### config.mk
export PLATFORM = sky130hd
export DESIGN_NAME = vstat_unit
export DESIGN_NICKNAME = d
export VERILOG_FILES = /design/src/rtl/vstat_pkg.sv /design/src/rtl/vstat_clamp.sv /design/src/rtl/vstat_ctrl.sv /design/src/rtl/vstat_dpath.sv /design/src/rtl/vstat_unit.sv
export SDC_FILE = /design/constraint.sdc
export NUM_CORES = 1
export LEC_CHECK = 0
export BUFFER_PORTS_ARGS = -buffer_cell sky130_fd_sc_hd__buf_2
export CORE_ASPECT_RATIO = 0.5
export CORE_MARGIN = 1.5
export CORE_UTILIZATION = 40
export DETAILED_ROUTE_END_ITERATION = 8
export PLACE_DENSITY_LB_ADDON = 0.08
export SLEW_MARGIN = 10
export SYNTH_ARGS = -nofsm -noshare
export SYNTH_HDL_FRONTEND = slang
export SYNTH_SLANG_ARGS = --single-unit
export TNS_END_PERCENT = 10
### constraint.sdc
create_clock -name clk -period 2.4 [get_ports clk]
set_input_delay 0.48 -clock clk [delete_from_list [all_inputs] [get_ports clk]]
set_output_delay 0.48 -clock clk [all_outputs]
set_load 0.01 [all_outputs]
### src/rtl/vstat_pkg.sv
package vstat_pkg;

  typedef enum logic [2:0] {
    OP_NOP      = 3'd0,
    OP_LDCOUNT  = 3'd1,
    OP_LDINDEX  = 3'd2,
    OP_SETMASK  = 3'd3,
    OP_EXTRACT  = 3'd4,
    OP_CLRINDEX = 3'd5,
    OP_RESTORE  = 3'd6,
    OP_SPARE    = 3'd7
  } vsOp_e;

  typedef struct packed {
    logic ldCount;
    logic ldIndex;
    logic setMask;
    logic extract;
    logic clrIndex;
    logic restore;
  } vsStrobe_t;

  localparam int WORD_W   = 64;
  localparam int FIELD_W  = 16;
  localparam int PAIRS    = 8;
  localparam int CHG_LO   = 0;
  localparam int USE_LO   = CHG_LO + PAIRS;
  localparam int IDX_LO   = 16;
  localparam int CNT_LO   = IDX_LO + FIELD_W;
  localparam int MODE_BIT = CNT_LO + FIELD_W;
  localparam int RSV_LO   = MODE_BIT + 1;
  localparam int MODES_LO = WORD_W - FIELD_W;

endpackage

### src/rtl/vstat_clamp.sv
module vstat_clamp
  import vstat_pkg::*;
#(
  parameter int SECTION_SIZE = 128
) (
  input  logic [31:0]        operand,
  output logic               isZero,
  output logic               isNeg,
  output logic               isAbove,
  output logic [FIELD_W-1:0] clampVal
);

  logic signed [31:0] opS;

  always_comb begin
    opS      = operand;
    isZero   = (opS == 32'sd0);
    isNeg    = (opS < 32'sd0);
    isAbove  = (opS > SECTION_SIZE);
    if (isNeg)        clampVal = '0;
    else if (isAbove) clampVal = FIELD_W'(SECTION_SIZE);
    else              clampVal = operand[FIELD_W-1:0];
  end

endmodule

### src/rtl/vstat_ctrl.sv
module vstat_ctrl
  import vstat_pkg::*;
(
  input  logic      cmdValid,
  input  logic [2:0] cmdOp,
  output vsStrobe_t strb
);

  vsOp_e op;

  always_comb begin
    op   = vsOp_e'(cmdOp);
    strb = '0;
    if (cmdValid) begin
      unique case (op)
        OP_LDCOUNT:  strb.ldCount  = 1'b1;
        OP_LDINDEX:  strb.ldIndex  = 1'b1;
        OP_SETMASK:  strb.setMask  = 1'b1;
        OP_EXTRACT:  strb.extract  = 1'b1;
        OP_CLRINDEX: strb.clrIndex = 1'b1;
        OP_RESTORE:  strb.restore  = 1'b1;
        default:     strb          = '0;
      endcase
    end
  end

endmodule

### src/rtl/vstat_dpath.sv
module vstat_dpath
  import vstat_pkg::*;
#(
  parameter int SECTION_SIZE = 128
) (
  input  logic               clk,
  input  logic               rst,
  input  vsStrobe_t          strb,
  input  logic [WORD_W-1:0]  operand,
  input  logic               probState,
  output logic [1:0]         condCode,
  output logic               specExc,
  output logic [FIELD_W-1:0] modesOut,
  output logic [PAIRS-1:0]   clearPair,
  output logic [WORD_W-1:0]  statusOut
);

  localparam logic [FIELD_W:0] SEC_EXT = (FIELD_W+1)'(SECTION_SIZE);

  logic [WORD_W-1:0]  statusQ;
  logic [1:0]         ccQ;
  logic               excQ;
  logic [FIELD_W-1:0] modesQ;
  logic [PAIRS-1:0]   clrQ;

  logic               opZero, opNeg, opAbove;
  logic [FIELD_W-1:0] clampVal;
  logic [FIELD_W-1:0] countNow;
  logic               belowCount;
  logic               rsvBad, cntBad, idxBad, restoreOk;
  logic [WORD_W-1:0]  restoreVal;
  logic [1:0]         countCc, indexCc;

  vstat_clamp #(.SECTION_SIZE(SECTION_SIZE)) i_clamp (
    .operand (operand[31:0]),
    .isZero  (opZero),
    .isNeg   (opNeg),
    .isAbove (opAbove),
    .clampVal(clampVal)
  );

  always_comb begin
    countNow   = statusQ[CNT_LO +: FIELD_W];
    belowCount = ($signed(operand[31:0]) < $signed({16'd0, countNow}));
    countCc    = opZero ? 2'd0 : opNeg ? 2'd1 : opAbove ? 2'd2 : 2'd3;
    indexCc    = opZero ? 2'd0 : opNeg ? 2'd1 : belowCount ? 2'd2 : 2'd3;

    rsvBad     = |operand[WORD_W-1:RSV_LO];
    cntBad     = {1'b0, operand[CNT_LO +: FIELD_W]} > SEC_EXT;
    idxBad     = {1'b0, operand[IDX_LO +: FIELD_W]} >= SEC_EXT;
    restoreOk  = !(rsvBad || cntBad || idxBad);

    restoreVal = operand;
    if (probState) restoreVal[CHG_LO +: PAIRS] = operand[USE_LO +: PAIRS];
  end

  always_ff @(posedge clk) begin
    if (rst) begin
      statusQ <= '0;
      ccQ     <= '0;
      excQ    <= 1'b0;
      modesQ  <= '0;
      clrQ    <= '0;
    end else begin
      excQ <= 1'b0;
      clrQ <= '0;
      if (strb.ldCount) begin
        ccQ <= countCc;
        statusQ[CNT_LO +: FIELD_W] <= clampVal;
      end
      if (strb.ldIndex) begin
        ccQ <= indexCc;
        statusQ[IDX_LO +: FIELD_W] <= clampVal;
      end
      if (strb.setMask)  statusQ[MODE_BIT] <= operand[0];
      if (strb.extract)  modesQ <= statusQ[MODES_LO +: FIELD_W];
      if (strb.clrIndex) statusQ[IDX_LO +: FIELD_W] <= '0;
      if (strb.restore) begin
        if (restoreOk) begin
          statusQ <= restoreVal;
          clrQ    <= statusQ[USE_LO +: PAIRS] & ~restoreVal[USE_LO +: PAIRS];
        end else begin
          excQ <= 1'b1;
        end
      end
    end
  end

  assign condCode  = ccQ;
  assign specExc   = excQ;
  assign modesOut  = modesQ;
  assign clearPair = clrQ;
  assign statusOut = statusQ;

endmodule

### src/rtl/vstat_unit.sv
module vstat_unit
  import vstat_pkg::*;
#(
  parameter int SECTION_SIZE = 128
) (
  input  logic        clk,
  input  logic        rst,
  input  logic        cmdValid,
  input  logic [2:0]  cmdOp,
  input  logic [63:0] cmdOperand,
  input  logic        probState,
  output logic [1:0]  condCode,
  output logic        specExc,
  output logic [15:0] modesOut,
  output logic [7:0]  clearPair,
  output logic [63:0] statusOut
);

  vsStrobe_t strb;

  vstat_ctrl i_ctrl (
    .cmdValid(cmdValid),
    .cmdOp   (cmdOp),
    .strb    (strb)
  );

  vstat_dpath #(.SECTION_SIZE(SECTION_SIZE)) i_dpath (
    .clk      (clk),
    .rst      (rst),
    .strb     (strb),
    .operand  (cmdOperand),
    .probState(probState),
    .condCode (condCode),
    .specExc  (specExc),
    .modesOut (modesOut),
    .clearPair(clearPair),
    .statusOut(statusOut)
  );

endmodule

==> reports/results.ini <==
[timing]
worst_slew_pin_slew_ns=0.592
slew_violations=0
final.min_clock_period_ns=2.26
final_hold_viol_count=0
grt_setup_unrepaired=false
relSlewSlack=0.605
fin_crit_sh=0.940
clock_skew_ns=0.00659
fmax_mhz=443
setup_viol=0
finalSetupTns_ns=0

[power]
p_sw_frac=0.249
p_seq_frac=0.478
combPwrFrac=0.071
p_clk_frac=0.451
p_sw_uw=787
vdd_drop_max_mv=0.364
p_leak_uw=0.00236
finalPower_uw=3160
p_int_uw=2380
power_density_nw_per_um2=616

[drt]
num_vias=3640
wl_per_cell_um=15.3
vias_per_cell=5.10
dr.first_iter.drc_count=156
drt_pass1_iterations=4
drc=0
drtAntennaViolNets=0
routed_wl_um=11000

[placement]
dp.cells=698
gp_congestion=0.888
io_buffers=161
hpwl_um=8180
placed_cell_area_um2=4830

[floorplan]
initial_core_util=0.424
die-area_um2=10100
ios=162
core_um2=8950
num_rows=24
die_h_um=71.8
die_x_um=141

[synthesis]
synth_warnings=0
synthFlopType=dfxtp_1
yosys-top-cells-area=dfxtp_1, nand2_1, ha_1
yosysUniqueCellTypes=46
yosysTopAreaCell=dfxtp_1
ys_seq_area_frac=0.481
yosys_register_bits=91
syn_area_um2=3790
yosysMostFrequentCell=dfxtp_1
netlist_instances=414
synth_edf_count=0
avgSynthCellArea_um2=9.15
synthTopCellsByCount=dfxtp_1, nand2_1, a21oi_1, and2_1, nor2_1
synth_fp_nets=500
synth.top_cell.area_share=0.481
async_reset_ff_frac=0

[final_layout]
stdcell_count=714
layout-drive-gt1-share=0.360
regArea_um2=1820
area_growth_pct=35.7
n_antenna_cell=0
nets=678
stdcell_area_um2=5140
final_core_util=0.575
multi_input_area_um2=1780
fillers=827

[setup_path]
worstRegToRegCells=8
path_class=reg -> reg
cp.depth=8
path_cells=inv_1 -> ha_1 -> nand2_1 -> or3_1 -> o221ai_1 -> a221oi_1 -> o41ai_1 -> o311a_1
max_stage_delay_ns=0.40
cp-start-kind=flip-flop
cp_max_fo=3
cp.required_ns=2.69
crit_buf_inv=1
endpoint_kind=flip-flop
cp_top_family=compound AO/OA/AOI/OAI gates
crit_slowest_cell=o41ai_1
cp.arrival_ns=2.54

[cts]
clock-sinks=91
clockRootBuffer=clkbuf_16
cts_buffers=9
insertion_delay_ns=0.35
post_cts_buffers=0
htreeDepth=3
cts_resized=0
cts_tree=built
cts_buffer_depth=2
cts.hold.buffers_added=0
clkSlewWorstSetupHoldPaths_ns=0.07

[global_routing]
grt_antenna_before_repair=0
grt_pass1_vias=3355
grt_max_degree=25
track_usage=0.220
overflow=0
grt_pass1_wl_um=17100

[status]
status=complete, no violations

[flow_run]
cap_violations=0

[hold_path]
worstHoldPathCells=3
hold_path.class=in -> reg

[cell families after synthesis]
logic type | synth area share
AOI/OAI and AO/OA | 0.148
buffers and inverters | 0.0508
muxes | 0.0238
adders and majority gates | 0.0495
and+or+nand+nor | 0.247
DFF | 0.481
[power groups by stage]
stage | Sequential (uW) | Clock [uW] | Combinational, uW
after floorplan | 1550 | 0 | 87.6
after global placement | 1550 | 0 | 222
after detailed placement | 1550 | 0 | 223
after CTS | 1510 | 1460 | 225
after global routing | 1510 | 1510 | 246
final | 1510 | 1430 | 225
[metrics by stage]
step	setup slack, ns	hold slack [ns]
finish	0.143	0.351
global placement	0.0112	0.437
global route	0.0761	0.365
floorplan	0.212	0.481
detailed placement	-0.00933	0.440
CTS	0.127	0.343
[worst paths after layout]
kind	endpoint	startpoint	slack, ns
worst max register to register	i_dpath.condCode[0]$_SDFFE_PP0P_	i_dpath.statusOut[37]$_SDFF_PP0_	0.14
worst max-delay path	i_dpath.condCode[0]$_SDFFE_PP0P_	i_dpath.statusOut[37]$_SDFF_PP0_	0.14
worst min register to register	i_dpath.modesOut[4]$_SDFFE_PP0P_	i_dpath.modesOut[4]$_SDFFE_PP0P_	0.45
worst min-delay path	i_dpath.statusOut[18]$_SDFF_PP0_	cmdOperand[18]	0.35
[worst reg2reg max path: stages, from the launching register on]
cell,delay (ns)
dfxtp_1,0.37
inv_1,0.07
ha_1,0.29
nand2_1,0.05
or3_1,0.34
o221ai_1,0.24
a221oi_1,0.17
o41ai_1,0.40
o311a_1,0.26
[per-layer routing]
layer | track usage | vias up | wire length, um
met4 | 0.0764 | 0 | 225
met2 | 0.339 | 124 | 4840
met3 | 0.0715 | 19 | 799
met5 | 0 | - | 0
li1 | - | 1812 | -
met1 | 0.292 | 1685 | 5090
[placed cells by master (no fill, tap or decap), types with 5 or more instances in the layout]
master and instances:
buf_2 161, dfxtp_1 91, nand2_1 66, and2_1 29
a21oi_1 29, nor2_1 28, buf_4 24, inv_1 16
ha_1 15, a211oi_1 10, nor3_1 9, nor3b_1 9
and3_1 9, mux2i_1 9, clkbuf_16 9, nor4_1 8
o21ai_0 8, nor2b_1 5, a31oi_1 5, a32oi_1 5
[layout make-up]
type / count / area share
Clock inverter: 6 / 0.0131
Inverter: 16 / 0.0117
Tap cell: 117 / 0.0285
Clock buffer: 10 / 0.0465
Timing Repair Buffer: 187 / 0.200
Sequential cell: 91 / 0.354
Multi-Input combinational cell: 287 / 0.346
[sequential cells by signal (all words and copies together), names as in the netlist]
name	cells
i_dpath.condCode	2
i_dpath.clearPair	8
i_dpath.specExc	1
i_dpath.modesOut	16
i_dpath.statusOut	64
Power figures use the tool's default switching activity.
